### src/rtl/pfm_pkg.sv
package pfm_pkg;
    localparam int NT = 4;

    typedef enum logic [1:0] {
        ST_IDLE,
        ST_CLEAR,
        ST_SEARCH,
        ST_FINISH
    } pfm_state_e;
endpackage

### src/rtl/pfm_lowest_pick.sv
module pfm_lowest_pick #(
    parameter int NSLICE = 8,
    localparam int IDXW = $clog2(NSLICE)
) (
    input  logic [NSLICE-1:0] cand,
    output logic              found,
    output logic [IDXW-1:0]   idx
);
    always_comb begin
        found = 1'b0;
        idx   = '0;
        for (int i = NSLICE - 1; i >= 0; i--) begin
            if (cand[i]) begin
                found = 1'b1;
                idx   = IDXW'(i);
            end
        end
    end
endmodule

### src/rtl/pfm_window.sv
module pfm_window #(
    parameter int NSLICE    = 8,
    parameter int XBAR_SPAN = 6,
    localparam int IDXW     = $clog2(NSLICE),
    localparam int HALF     = (XBAR_SPAN / 2 < 1) ? 1 : XBAR_SPAN / 2
) (
    input  logic [IDXW-1:0]   base,
    input  logic              overlap,
    output logic [NSLICE-1:0] mask,
    output logic              last,
    output logic [IDXW-1:0]   next_base
);
    int base_i;
    assign base_i = int'(base);

    genvar s;
    generate
        for (s = 0; s < NSLICE; s++) begin : g_mask
            assign mask[s] = (s >= base_i) && (s < base_i + XBAR_SPAN);
        end
    endgenerate

    assign last      = (base_i + XBAR_SPAN) >= NSLICE;
    assign next_base = overlap ? IDXW'(base_i + HALF) : IDXW'(base_i + XBAR_SPAN);
endmodule

### src/rtl/pfm_table.sv
module pfm_table #(
    parameter int NSLICE    = 8,
    parameter int MAX_PIPES = 8,
    localparam int IDXW     = $clog2(NSLICE),
    localparam int CW       = $clog2(MAX_PIPES + 1),
    localparam int PW       = $clog2(MAX_PIPES)
) (
    input  logic                               clk,
    input  logic                               rst_n,
    input  logic                               clear,
    input  logic                               wr_en,
    input  logic [pfm_pkg::NT-1:0][IDXW-1:0]   wr_slices,
    output logic [MAX_PIPES*pfm_pkg::NT*IDXW-1:0] map_o,
    output logic [MAX_PIPES-1:0]               valid_o,
    output logic [CW-1:0]                      count_o
);
    logic [MAX_PIPES-1:0][pfm_pkg::NT-1:0][IDXW-1:0] map_q;
    logic [MAX_PIPES-1:0] valid_q;
    logic [CW-1:0]        count_q;
    logic [PW-1:0]        wr_ptr;

    assign wr_ptr = count_q[PW-1:0];

    always_ff @(posedge clk or negedge rst_n) begin
        if (!rst_n) begin
            map_q   <= '0;
            valid_q <= '0;
            count_q <= '0;
        end else if (clear) begin
            map_q   <= '0;
            valid_q <= '0;
            count_q <= '0;
        end else if (wr_en) begin
            map_q[wr_ptr]   <= wr_slices;
            valid_q[wr_ptr] <= 1'b1;
            count_q         <= count_q + 1'b1;
        end
    end

    assign map_o   = map_q;
    assign valid_o = valid_q;
    assign count_o = count_q;

    assert_write_room_R10: assert property (@(posedge clk) disable iff (!rst_n)
        wr_en |-> (int'(count_q) < MAX_PIPES));
    assert_count_bound_R10: assert property (@(posedge clk) disable iff (!rst_n)
        int'(count_q) <= MAX_PIPES);
    assert_clear_empties_R12: assert property (@(posedge clk) disable iff (!rst_n)
        clear |=> (count_q == '0) && (valid_q == '0));
endmodule

### src/rtl/pipe_former.sv
module pipe_former #(
    parameter int NSLICE    = 8,
    parameter int XBAR_SPAN = 6,
    parameter int MAX_PIPES = 8,
    localparam int IDXW     = $clog2(NSLICE),
    localparam int CW       = $clog2(MAX_PIPES + 1)
) (
    input  logic                                   clk,
    input  logic                                   rst_n,
    input  logic                                   overlap_mode,
    input  logic [pfm_pkg::NT*NSLICE-1:0]          stage_ok,
    input  logic [pfm_pkg::NT*NSLICE-1:0]          link_ok,
    output logic                                   busy,
    output logic                                   done,
    output logic                                   dead,
    output logic [CW-1:0]                          pipe_count,
    output logic [MAX_PIPES-1:0]                   pipe_valid,
    output logic [MAX_PIPES*pfm_pkg::NT*IDXW-1:0]  pipe_map
);
    import pfm_pkg::*;

    localparam int HW = 2 * NT * NSLICE + 1;

    pfm_state_e state_q, state_d;

    logic [HW-1:0]        health_now, health_q;
    logic                 health_diff;
    logic                 pending_q;
    logic [NT*NSLICE-1:0] usable_q;
    logic [NT*NSLICE-1:0] alloc_q;
    logic                 mode_q;
    logic [IDXW-1:0]      base_q;
    logic                 dead_q;

    logic [NSLICE-1:0]    win_mask;
    logic                 win_last;
    logic [IDXW-1:0]      win_next;

    logic [NT-1:0]        found;
    logic [IDXW-1:0]      pick_idx [NT];
    logic [NT-1:0][IDXW-1:0] pick_pk;
    logic                 room;
    logic                 commit;
    logic                 clear_tbl;

    assign health_now  = {overlap_mode, link_ok, stage_ok};
    assign health_diff = (health_now != health_q);

    // Current crossbar window
    pfm_window #(.NSLICE(NSLICE), .XBAR_SPAN(XBAR_SPAN)) u_window (
        .base      (base_q),
        .overlap   (mode_q),
        .mask      (win_mask),
        .last      (win_last),
        .next_base (win_next)
    );

    // One lowest-index picker per stage type
    genvar t;
    generate
        for (t = 0; t < NT; t++) begin : g_type
            logic [NSLICE-1:0] cand;
            assign cand = usable_q[t*NSLICE +: NSLICE]
                        & ~alloc_q[t*NSLICE +: NSLICE]
                        & win_mask;

            pfm_lowest_pick #(.NSLICE(NSLICE)) u_pick (
                .cand  (cand),
                .found (found[t]),
                .idx   (pick_idx[t])
            );

            assign pick_pk[t] = pick_idx[t];

            assert_pick_usable_R2: assert property (@(posedge clk) disable iff (!rst_n)
                commit |-> usable_q[t*NSLICE + int'(pick_idx[t])]);
            assert_pick_unshared_R4: assert property (@(posedge clk) disable iff (!rst_n)
                commit |-> !alloc_q[t*NSLICE + int'(pick_idx[t])]);
            assert_pick_in_window_R6: assert property (@(posedge clk) disable iff (!rst_n)
                commit |-> (pick_idx[t] >= base_q)
                        && (int'(pick_idx[t]) < int'(base_q) + XBAR_SPAN));
        end
    endgenerate

    assign room      = int'(pipe_count) < MAX_PIPES;
    assign commit    = (state_q == ST_SEARCH) && (&found) && room;
    assign clear_tbl = (state_q == ST_CLEAR);

    pfm_table #(.NSLICE(NSLICE), .MAX_PIPES(MAX_PIPES)) u_table (
        .clk       (clk),
        .rst_n     (rst_n),
        .clear     (clear_tbl),
        .wr_en     (commit),
        .wr_slices (pick_pk),
        .map_o     (pipe_map),
        .valid_o   (pipe_valid),
        .count_o   (pipe_count)
    );

    // State register
    always_ff @(posedge clk or negedge rst_n) begin
        if (!rst_n) state_q <= ST_IDLE;
        else        state_q <= state_d;
    end

    // Next state
    always_comb begin
        state_d = state_q;
        unique case (state_q)
            ST_IDLE:   if (pending_q || health_diff) state_d = ST_CLEAR;
            ST_CLEAR:  state_d = ST_SEARCH;
            ST_SEARCH: if (!commit && win_last) state_d = ST_FINISH;
            ST_FINISH: state_d = ST_IDLE;
            default:   state_d = ST_IDLE;
        endcase
    end

    // Outputs
    always_comb begin
        busy = (state_q != ST_IDLE);
        done = (state_q == ST_FINISH);
        dead = dead_q;
    end

    // Pass data
    always_ff @(posedge clk or negedge rst_n) begin
        if (!rst_n) begin
            health_q  <= '0;
            pending_q <= 1'b1;
            usable_q  <= '0;
            alloc_q   <= '0;
            mode_q    <= 1'b0;
            base_q    <= '0;
            dead_q    <= 1'b0;
        end else begin
            health_q <= health_now;
            unique case (state_q)
                ST_CLEAR: begin
                    usable_q <= stage_ok & link_ok;
                    mode_q   <= overlap_mode;
                    alloc_q  <= '0;
                    base_q   <= '0;
                end
                ST_SEARCH: begin
                    if (commit) begin
                        for (int k = 0; k < NT; k++)
                            alloc_q[k*NSLICE + int'(pick_idx[k])] <= 1'b1;
                    end else if (!win_last) begin
                        base_q <= win_next;
                    end
                end
                ST_FINISH: dead_q <= (pipe_count == '0);
                default: ;
            endcase
            if (health_diff)            pending_q <= 1'b1;
            else if (state_q == ST_CLEAR) pending_q <= 1'b0;
        end
    end

    assert_done_ends_busy_R9: assert property (@(posedge clk) disable iff (!rst_n)
        done |=> !busy);
    assert_dead_tracks_count_R11: assert property (@(posedge clk) disable iff (!rst_n)
        done |=> (dead == (pipe_count == '0)));
    assert_change_wakes_R8: assert property (@(posedge clk) disable iff (!rst_n)
        (!busy && health_diff) |=> busy);
endmodule

### config.mk
export PLATFORM = sky130hd
export DESIGN_NAME = pipe_former
export DESIGN_NICKNAME = d
export VERILOG_FILES = /design/src/rtl/pfm_pkg.sv /design/src/rtl/pfm_lowest_pick.sv /design/src/rtl/pfm_window.sv /design/src/rtl/pfm_table.sv /design/src/rtl/pipe_former.sv
export SDC_FILE = /design/constraint.sdc
export NUM_CORES = 1
export LEC_CHECK = 0
export ABC_AREA = 1
export BUFFER_PORTS_ARGS = -buffer_cell sky130_fd_sc_hd__buf_2
export CAP_MARGIN = 20
export CORE_MARGIN = 10
export CORE_UTILIZATION = 30
export DETAILED_ROUTE_END_ITERATION = 16
export GPL_TIMING_DRIVEN = 0
export PLACE_DENSITY = 0.53
export SYNTH_ARGS = -nofsm -noshare
export SYNTH_HDL_FRONTEND = slang
export SYNTH_SLANG_ARGS = --single-unit
### constraint.sdc
create_clock -name clk -period 6.15 [get_ports clk]
set_clock_uncertainty 0.15 [all_clocks]
set_input_delay 0.3075 -clock clk [delete_from_list [all_inputs] [get_ports clk]]
set_output_delay 0.3075 -clock clk [all_outputs]
set_load 0.005 [all_outputs]
# Word-level counts from Yosys, hierarchy flattened
# Index checks and enable logic that the tools add are counted.
dict set report op_classes {
  order_cmp 28
  n_reduce_logical 28
  addsub 6
  bitwise_logic 18
  mux 94
  n_eq_ne 9
}
# operator n
set op_table {}
lappend op_table {{$mux 96} 2}
lappend op_table {{$lt 4x32->1 const A} 4}
lappend op_table {{$mux 3} 35}
lappend op_table {{$bwmux 96} 1}
lappend op_table {{$or 32x32->32} 3}
lappend op_table {{$ne 65x65->1} 1}
lappend op_table {{$and 8x8->8} 8}
lappend op_table {{$lt 3x32->1 const A} 2}
lappend op_table {{$pmux 32 s2} 1}
lappend op_table {{$mux 1} 39}
lappend op_table {{$demux 12 s3} 1}
lappend op_table {{$and 32x32->32} 1}
lappend op_table {{$ge 32x5->1 const B} 1}
lappend op_table {{$lt 1x32->1 const A} 1}
lappend op_table {{$lt 2x32->1 const A} 1}
lappend op_table {{$mux 32} 1}
lappend op_table {{$not 8->8} 4}
lappend op_table {{$or 32x8->32} 1}
lappend op_table {{$logic_and 1x1->1} 16}
lappend op_table {{$mux 8} 2}
lappend op_table {{$demux 1 s5} 3}
lappend op_table {{$add 5x3->6 const A} 2}
lappend op_table {{$ge 3x3->1 const A} 4}
lappend op_table {{$ge 6x1->1 const B} 2}
lappend op_table {{32 further kinds} 47}
dict set report totals {
  output_inout_bits 111
  reg_bits 245
  word_cells 225
}

# Longest topological paths before layout
# Gate-level depths: netlist of the first run.
dict set report logic_depth {
  word_depth 22
  mapped_depth 18
}

# Cells and area by module
# A second synthesis of the first run with hierarchy kept.
dict set report unflattened {
  cells_unflattened 1289
  hier_area_um2 11020.6
}
# module n_inst cells_per_inst area_per_inst_um2 seq_area_each_um2
set by_module_without_submodules {}
lappend by_module_without_submodules {pipe_former 1 637 5885.6 3429.5}
lappend by_module_without_submodules {pfm_table 1 511 4439.3 2702.6}
lappend by_module_without_submodules {pfm_lowest_pick 4 22 98.8 0.0}
lappend by_module_without_submodules {pfm_window 1 53 300.3 0.0}

# Worst setup path before layout of the first run
# OpenSTA, ideal clock, no wires.
dict set report synth_path {
  path_type {reg-to-reg}
  start {reg base_q[1]}
  end {reg u_table.map_q, in the netlist u_table.map_o[21]}
  arrival_time_ns 2.386
  synth_period_minus_slack_ns 2.663
  path_buffers 2
  stages_incl_launch_ff 19
  t_required_ns 5.873
  slack_ns 3.487
  path_cell_list {dfrtp_1 > inv_1 > ha_1 > nand2_1 > inv_2 > nand2_1 > nand2_1 > nor2_1 > nor2_1 > nand2_1 > nand2_1 > nor2_2 > nand3_4 > nand2_2 > buf_4 > nand2_2 > buf_4 > nand2_1 > o21ai_1}
}
dict set report synth_between {
  elab_chain_len 16
  elab_cells_between_ends 76
  cone_classes {1 x add/sub; 16 x order compare; 43 x mux; 4 x bitwise; 12 x reduce/logical}
}
# element line_no
set synth_lines {}
lappend synth_lines {{from (decl)} pipe_former.sv:32} ;# logic [IDXW-1:0] base_q;
lappend synth_lines {{from (signal assigned)} pipe_former.sv:149} ;# base_q <= win_next;
lappend synth_lines {{$add 3x3->4} pfm_window.sv:19} ;# assign mask[s] = (s >= base_i) && (s < base_i + XBAR_SPAN);
lappend synth_lines {{$lt 4x32->1} pfm_window.sv:19}
lappend synth_lines {{$logic_and 1x1->1} pfm_window.sv:19}
lappend synth_lines {{$and 8x8->8} pipe_former.sv:65} ;# & win_mask;
lappend synth_lines {{$mux 1 (8 in series)} pfm_lowest_pick.sv:13} ;# if (cand[i]) begin
lappend synth_lines {{$reduce_and 4->1} pipe_former.sv:86} ;# assign commit = (state_q == ST_SEARCH) && (&found) && room;
lappend synth_lines {{$logic_and 1x1->1 (2 in series)} pipe_former.sv:86}
lappend synth_lines {{$reduce_bool 2->1 (no source line)} -}
lappend synth_lines {{to (signal, indexed assignment)} pfm_table.sv:34} ;# map_q[wr_ptr] <= wr_slices;
lappend synth_lines {{to (decl)} pfm_table.sv:17} ;# logic [MAX_PIPES-1:0][pfm_pkg::NT-1:0][IDXW-1:0] map_q;
# Several ways; a longest one is shown, not always the timed one. The select of a mux whose other input is x is not followed.
# A chain may end at the register's enable or synchronous reset.

# Final worst setup path of the first run
dict set report layout_path {
  start {reg base_q[1]}
  end {reg alloc_q[30]}
}
dict set report layout_between {
  elab_chain_len 22
  elab_cells_between_ends 113
  cone_classes {4 x add/sub; 22 x order compare; 1 x eq/ne; 64 x mux; 7 x bitwise; 15 x reduce/logical}
}
# element line_no
set layout_lines {}
lappend layout_lines {{$add 3x3->4} pfm_window.sv:19}
lappend layout_lines {{$lt 4x32->1} pfm_window.sv:19}
lappend layout_lines {{$logic_and 1x1->1} pfm_window.sv:19}
lappend layout_lines {{$and 8x8->8} pipe_former.sv:65}
lappend layout_lines {{$mux 3 (8 in series)} pfm_lowest_pick.sv:13}
lappend layout_lines {{$add 4x3->5} pipe_former.sv:147} ;# alloc_q[k*NSLICE + int'(pick_idx[k])] <= 1'b1;
lappend layout_lines {{$lt 5x6->1 (not written as such) / $ge 5x1->1 (equally long branches)} pipe_former.sv:147}
lappend layout_lines {{$logic_and 1x1->1 (not written as such)} pipe_former.sv:147}
lappend layout_lines {{$mux 1 (not written as such)} pipe_former.sv:147}
lappend layout_lines {{$demux 1 s5} pipe_former.sv:147}
lappend layout_lines {{$or 32x32->32 (no source line) (3 in series)} -}
lappend layout_lines {{$mux 32} pipe_former.sv:145} ;# if (commit) begin
lappend layout_lines {{$pmux 32 s2} pipe_former.sv:137} ;# unique case (state_q)
lappend layout_lines {{to (signal assigned)} pipe_former.sv:131} ;# alloc_q <= '0;
lappend layout_lines {{to (signal assigned)} pipe_former.sv:141} ;# alloc_q <= '0;
lappend layout_lines {{to (signal, indexed assignment)} pipe_former.sv:147}
lappend layout_lines {{to (decl)} pipe_former.sv:30} ;# logic [NT*NSLICE-1:0] alloc_q;
# Several ways; a longest one is shown, not always the timed one. The select of a mux whose other input is x is not followed.

==> flow_summary.json, run 1 <==
{
  "cts_buf_count": 28,
  "worst_setup_sp_type": "register",
  "crit_path_cell_trace": "inv_1 > ha_1 > nand2_1 > inv_2 > nor2_2 > nand3_1 > nand2_1 > nor2_1 > nand2_1 > nand2_1 > nor2_2 > nand3_4 > nand2_1 > clkbuf_1 > o21ai_0",
  "drt-total-wl_mm": 34.81,
  "drv_cap": 0,
  "setup-violations-final": 0,
  "synthesized_area_sq_um": 10720,
  "wl_per_cell_microns": 17.69,
  "yosysWarningCount": 0,
  "grt_use_total_pct": 15.56,
  "start_util_pct": 30.29,
  "core-area_sq_um": 35400,
  "yosys_most_used_dff": "sky130_fd_sc_hd__dfrtp_1",
  "slowest_delay_ns": 0.48,
  "grt_overflow": 0,
  "detail_route.vias_per_cell": 4.613,
  "area.growth.synth_to_final_pct": 30.28,
  "grt_pass1_wl_mm": 53.75,
  "critPathSlowestCell": "sky130_fd_sc_hd__clkbuf_1",
  "run_status": "completed",
  "cts_tree": "built",
  "holdBufCountCts": 66,
  "crit_path_frequent_cell": "sky130_fd_sc_hd__nand2_1",
  "h-tree-depth": 1,
  "num_io_pins": 178,
  "worst_slew_pin_slew_ns": 0.9939,
  "setup_total_negative_slack_ns": 0,
  "grt_pass1_vias": 9088,
  "worst_rel_slew_slack_pct": 33.74,
  "worstPathRequired_ns": 6.41,
  "post_route_cells_drive_above_1_share_pct": 18.79,
  "post_cts_setup_buffers": 0,
  "maximum_number_of_pins_on_one_net_before_global_route_repair": 98,
  "critical_path_arrival_ns": 3.78,
  "totalPowerFinal_mw": 6.931,
  "timing.rr.start": "base_q[1]$_DFFE_PN0P_",
  "crit_family": "simple AND/OR/NAND/NOR gates",
  "grt_antenna_before_repair": 1,
  "met2_track_usage_gr_pct": 24.19,
  "critical_path.max_fanout": 10,
  "clockRootBuffer": "sky130_fd_sc_hd__clkbuf_16",
  "nNetsFinal": 1567,
  "cts-resized-gates": 0,
  "timing_hold_violations_final": 0,
  "synth-seq-area-share_pct": 57.19,
  "firstDrtPassIters": 5,
  "clock_insertion_delay_worst_skew_ns": 0.56,
  "achievable-frequency_mhz": 284.7,
  "mappedNetlistNets": 1292,
  "clock_tree.buffer_depth": 3,
  "first_iter_violations": 578,
  "floorplan.die_area_sq_um": 43700,
  "buffer_ports.inserted": 177,
  "synth-async-reset-ratio_pct": 100.0,
  "r2r.worst_path.cells": 15,
  "gr-usage-met1_pct": 21.16,
  "layout.filler_cells": 3544,
  "vias": 9078,
  "rows": 69,
  "dp_hpwl_mm": 25.45,
  "power.density_cell_area_nw_per_um2": 496.2,
  "die_h_microns": 209.0,
  "period_share_pct": 57.12,
  "width_of_the_die_microns": 209.0,
  "path_depth": 15,
  "ir_worst_vdd_uv": 261.9,
  "cts.sinks": 245,
  "place_congestion": 0.9094,
  "post_synth.cell_area_avg_sq_um": 8.868,
  "synth_seq_cells": 245,
  "drc": 0,
  "timing.critical_path.from": "base_q[1]$_DFFE_PN0P_",
  "slew_viol_final": 0,
  "setup_repair_after_global_routing_missed_its_margin": "no",
  "timing.setup.critical_path_class": "register to register",
  "synthDistinctLibCells": 31,
  "synthesis.instances": 1209,
  "path_class_of_the_lowest_slack_min_delay_path": "primary input to async pin",
  "gr-usage-met3_pct": 3.803,
  "worstPathBufferInverterCount": 3,
  "cts.clk_slew.worst_paths_ns": 0.06,
  "antenna_violating_nets_post_route": 0,
  "synth_edf_count": 0,
  "power_leakage_nw": 7.082,
  "end_kind": "register",
  "finalCriticalPeriod_ns": 3.513,
  "global_route.peak_usage_layer": "met2"
}
==> synthesized netlist by cell type (all sizes together) (2+ instances only) <==
cell	n	area (sq um)
xnor2	35	306.5
nor3	13	65.06
or2	12	75.07
dfrtp	244	6106
o211ai	3	22.52
nand3	95	498.0
o21bai	2	15.01
clkbuf	15	56.30
buf	22	121.4
a21oi	31	155.2
o21ai	139	706.9
inv	124	465.4
nand3b	4	30.03
xor2	18	157.7
ha	16	200.2
nand2	320	1216
nand4	17	106.4
nor2	95	369.1
==> registers in the layout, summed over array words and instances, names as in the netlist <==
name and count:
u_table.valid_o 8, usable_q 32, u_table.count_o 4, base_q 3, mode_q 1, state_q 2
pending_q 1, health_q 65, u_table.map_o 96, alloc_q 32, dead 1
==> final timing paths <==
check	end	slack [ns]
worst min register to register	u_table.map_o[87]$_DFFE_PN0P_	0.32
min in group clk	health_q[48]$_DFF_PN0_	0.28
max in group asynchronous	pending_q$_DFFE_PN1P_	4.34
worst max-delay path	alloc_q[30]$_DFFE_PN0P_	2.64
worst max register to register	alloc_q[30]$_DFFE_PN0P_	2.64
worst min-delay path	u_table.map_o[3]$_DFFE_PN0P_	0.23
==> stage by stage <==
step	hold slack [ns]	util, %	instances	setup slack [ns]	cell area [sq um]
CTS	0.2384	39.46	1967	2.669	13970
detailed placement	0.2455	34.61	1849	2.686	12250
floorplan	-0.1381	-	1209	3.487	10720
global placement	0.3024	34.42	1847	0.09523	12180
global route	0.2661	39.46	1968	2.348	13970
finish	0.2304	39.46	1968	2.637	13970
==> report_power, final <==
part | total, mW | internal, mW | switching, mW
Clock | 1.89 | 1.19 | 0.700
Combinational | 2.86 | 0.801 | 2.06
Sequential | 2.17 | 1.96 | 0.217
==> worst reg2reg max path: stages, from the launching register on <==
cell,delay (ns)
sky130_fd_sc_hd__dfrtp_1,0.47
sky130_fd_sc_hd__inv_1,0.20
sky130_fd_sc_hd__ha_1,0.38
sky130_fd_sc_hd__nand2_1,0.15
sky130_fd_sc_hd__inv_2,0.07
sky130_fd_sc_hd__nor2_2,0.27
sky130_fd_sc_hd__nand3_1,0.18
sky130_fd_sc_hd__nand2_1,0.10
sky130_fd_sc_hd__nor2_1,0.05
sky130_fd_sc_hd__nand2_1,0.06
sky130_fd_sc_hd__nand2_1,0.05
sky130_fd_sc_hd__nor2_2,0.21
sky130_fd_sc_hd__nand3_4,0.20
sky130_fd_sc_hd__nand2_1,0.17
sky130_fd_sc_hd__clkbuf_1,0.48
sky130_fd_sc_hd__o21ai_0,0.18
==> logic make-up (layout without fill, tap and decap cells) <==
family | after synthesis | count (layout) | share of synthesized area (%)
AO/OA/AOI/OAI | 178 | 178 | 8.601
buffers and inverters | 161 | 458 | 5.998
adder cells (fa/ha/maj) | 16 | 16 | 1.867
other | 0 | 1 | 0
AND/OR/NAND/NOR | 556 | 556 | 22.01
XOR/XNOR | 53 | 53 | 4.330
flip-flops | 245 | 245 | 57.19
==> metal layers <==
metal,vias up,wire (microns)
li1,4432,-
met1,4334,16290
met2,259,15490
met3,53,2237
met4,0,797
met5,-,0
==> layout by cell type (no fill, tap or decap), types with 17 or more instances in the layout <==
cell type,netlist,final
sky130_fd_sc_hd__nand2_1,314,314
sky130_fd_sc_hd__dfrtp_1,244,244
sky130_fd_sc_hd__a21oi_1,31,31
sky130_fd_sc_hd__clkbuf_1,15,18
sky130_fd_sc_hd__clkbuf_16,0,29
sky130_fd_sc_hd__buf_2,16,192
sky130_fd_sc_hd__o21ai_1,69,69
sky130_fd_sc_hd__xor2_1,18,18
sky130_fd_sc_hd__nand4_1,17,17
sky130_fd_sc_hd__dlygate4sd3_1,0,66
sky130_fd_sc_hd__xnor2_1,35,35
sky130_fd_sc_hd__nor2_1,90,90
sky130_fd_sc_hd__o21ai_0,69,69
sky130_fd_sc_hd__nand3_1,92,92
sky130_fd_sc_hd__inv_1,118,118
==> cell type report <==
cell class	count	area (sq um)	area share [%]
sequential	245	6132	43.90
multi-input combinational	803	3946	28.25
timing repair buffer	245	1612	11.54
clock buffer	39	833.3	5.966
tap	461	576.8	4.129
inverter	124	465.4	3.332
clock inverter	13	222.7	1.594
buffer	37	177.7	1.272
antenna	1	2.502	0.01791
Power figures use the tool's default switching activity.
==> run 2: changes to the inputs <==
Settings changed: PLACE_DENSITY 0.53 to 0.55.
Clock period 6.15 ns to 2.85 ns, I/O delays scaled along.
==> run 2 against run 1 <==
  * Critical path depth shrank 1
  * Register-to-register slack lost 2.5 ns
  * Clock-buffer cell count is the same
  * Worst hold slack lost 0.21 ns
  * Critical path type unchanged
==> flow_summary.json, run 2 (synthesis results as in run 1) <==
{
  "worstPathRequired_ns": 3.15,
  "grt_overflow": 0,
  "setup_repair_after_global_routing_missed_its_margin": "yes",
  "place_congestion": 0.8815,
  "worst_setup_sp_type": "register",
  "nNetsFinal": 1582,
  "vias": 9209,
  "regToRegSetupSlack_ns": 0.1,
  "leading_cell_type_in_the_layout_fill_and_taps_excluded": "sky130_fd_sc_hd__nand2_1",
  "h-tree-depth": 1,
  "largest_register_ffs": 96,
  "r2r.worst_path.cells": 14,
  "postPlaceCellArea_sq_um": 12250,
  "grt_pass1_vias": 9369,
  "slew_viol_final": 0,
  "cts_buf_count": 28,
  "detail_route.vias_per_cell": 4.649,
  "cts_tree": "built",
  "finalCriticalPeriod_ns": 2.752,
  "worstPathBufferInverterCount": 4,
  "crit_path_frequent_cell": "sky130_fd_sc_hd__nor2_4",
  "first_iter_violations": 585,
  "crit_path_cell_trace": "clkinv_4 > ha_4 > inv_2 > o21ai_4 > buf_12 > nand4_1 > nand3_2 > nor2_2 > nor2_4 > nand3_4 > nor2_4 > nand2_1 > buf_4 > o21ai_1",
  "final_std_cell_area_no_fill_sq_um": 14260,
  "setup-violations-final": 0,
  "achievable-frequency_mhz": 363.4,
  "start_util_pct": 30.29,
  "core-area_sq_um": 35400,
  "clock_tree.buffer_depth": 3,
  "grt_use_total_pct": 15.52,
  "end_kind": "register",
  "mostFrequentLayoutCells": "sky130_fd_sc_hd__nand2_1, sky130_fd_sc_hd__dfrtp_1, sky130_fd_sc_hd__buf_2",
  "drv_cap": 0,
  "post_route_cells_drive_above_1_share_pct": 22.17,
  "power_leakage_nw": 7.190,
  "grt_antenna_before_repair": 0,
  "ir_worst_vdd_uv": 629.3,
  "placedCellCount": 1849,
  "floorplan.die_area_sq_um": 43700,
  "slowest_delay_ns": 0.43,
  "setup_total_negative_slack_ns": 0,
  "maximum_number_of_pins_on_one_net_before_global_route_repair": 114,
  "path_class_of_the_lowest_slack_min_delay_path": "primary input to async pin",
  "post_layout_nonfiller_instances": 1981,
  "worst_slew_pin_slew_ns": 0.6578,
  "buffer_ports.inserted": 177,
  "timing_hold_violations_final": 0,
  "timing.setup.critical_path_class": "register to register",
  "clockRootBuffer": "sky130_fd_sc_hd__clkbuf_16",
  "power.density_cell_area_nw_per_um2": 1060,
  "die_h_microns": 209.0,
  "layout.core_utilization_pct": 40.30,
  "width_of_the_die_microns": 209.0,
  "drt-total-wl_mm": 34.72,
  "period_share_pct": 96.56,
  "insertedDiodeCount": 0,
  "crit_family": "simple AND/OR/NAND/NOR gates",
  "firstDrtPassIters": 5,
  "totalPowerFinal_mw": 15.13,
  "num_io_pins": 178,
  "critical_path_arrival_ns": 3.05,
  "area.growth.synth_to_final_pct": 33.04,
  "drc": 0,
  "dp_hpwl_mm": 25.16,
  "clock_insertion_delay_worst_skew_ns": 0.55,
  "grt_pass1_wl_mm": 54.48,
  "run_status": "completed",
  "wl_per_cell_microns": 17.52,
  "worst_rel_slew_slack_pct": 56.15,
  "timing.rr.start": "base_q[1]$_DFFE_PN0P_",
  "critical_path.max_fanout": 10,
  "endpoint_of_the_most_critical_register_to_register_path": "u_table.map_o[30]$_DFFE_PN0P_",
  "cts.clk_slew.worst_paths_ns": 0.06,
  "rows": 69,
  "critPathSlowestCell": "sky130_fd_sc_hd__dfrtp_2",
  "cts.sinks": 245,
  "antenna_violating_nets_post_route": 0
}
[run 2: per-layer routing]
layer  global-route usage (%)  vias to the layer above  routed length (microns)
li1                         -                     4454                        -
met1                    21.73                     4433                    16420
met2                    24.28                      277                    15510
met3                    3.161                       45                     2079
met4                    3.175                        0                      697
met5                        0                        -                        0
[run 2: final cells by class]
cell class | count | area [sq um]
clock inverter | 12 | 123.9
fill | 3535 | 21130
inverter | 124 | 478.0
timing repair buffer | 261 | 1760
clock buffer | 39 | 833.3
sequential | 245 | 6136
buffer | 36 | 232.7
tap | 461 | 576.8
multi-input combinational | 803 | 4123
[run 2: repair_timing]
item	in CTS	in global routing
hold buffers	67	0
gates cloned	0	1
pin swaps	4	14
gates resized for setup	28	59
setup endpoints to repair	163	151
buffers inserted	3	12
endpoints found under the hold margin	343	0
[run 2: worst max-delay path by stage]
stage                     startpoint                       endpoint  slack, ns  depth (start not counted)
4_1_cts        base_q[1]$_DFFE_PN0P_  u_table.map_o[80]$_DFFE_PN0P_      0.006                         13
6_report       base_q[1]$_DFFE_PN0P_  u_table.map_o[30]$_DFFE_PN0P_        0.1                         14
5_1_grt        base_q[2]$_DFFE_PN0P_  u_table.map_o[30]$_DFFE_PN0P_      -0.02                         16
2_1_floorplan  base_q[1]$_DFFE_PN0P_  u_table.map_o[21]$_DFFE_PN0P_       0.19                         18
3_3_place_gp                   rst_n          health_q[4]$_DFF_PN0_      -2.98                          1
3_5_place_dp   base_q[1]$_DFFE_PN0P_        alloc_q[24]$_DFFE_PN0P_      -0.59                         15
[run 2: stage by stage]
stage	setup WS (ns)	hold slack [ns]
finish	0.09803	0.01833
global route	-0.02141	0.02008
CTS	0.006301	0.006899
detailed placement	-0.5948	-0.1126
global placement	-2.977	0.1340
floorplan	0.1865	-0.3031
[run 2: worst register-to-register path: stages, from the launching register on]
cell and delay [ns]:
sky130_fd_sc_hd__dfrtp_2 0.43, sky130_fd_sc_hd__clkinv_4 0.10, sky130_fd_sc_hd__ha_4 0.19, sky130_fd_sc_hd__inv_2 0.12, sky130_fd_sc_hd__o21ai_4 0.16, sky130_fd_sc_hd__buf_12 0.15
sky130_fd_sc_hd__nand4_1 0.17, sky130_fd_sc_hd__nand3_2 0.14, sky130_fd_sc_hd__nor2_2 0.07, sky130_fd_sc_hd__nor2_4 0.16, sky130_fd_sc_hd__nand3_4 0.16, sky130_fd_sc_hd__nor2_4 0.20
sky130_fd_sc_hd__nand2_1 0.13, sky130_fd_sc_hd__buf_4 0.20, sky130_fd_sc_hd__o21ai_1 0.15
[run 2: power breakdown]
part	switching (mW)	internal [mW]	total (mW)	leakage (nW)
Combinational	4.70	2.05	6.75	3.51
Sequential	0.453	4.22	4.68	3.21
Clock	1.48	2.22	3.70	0.464
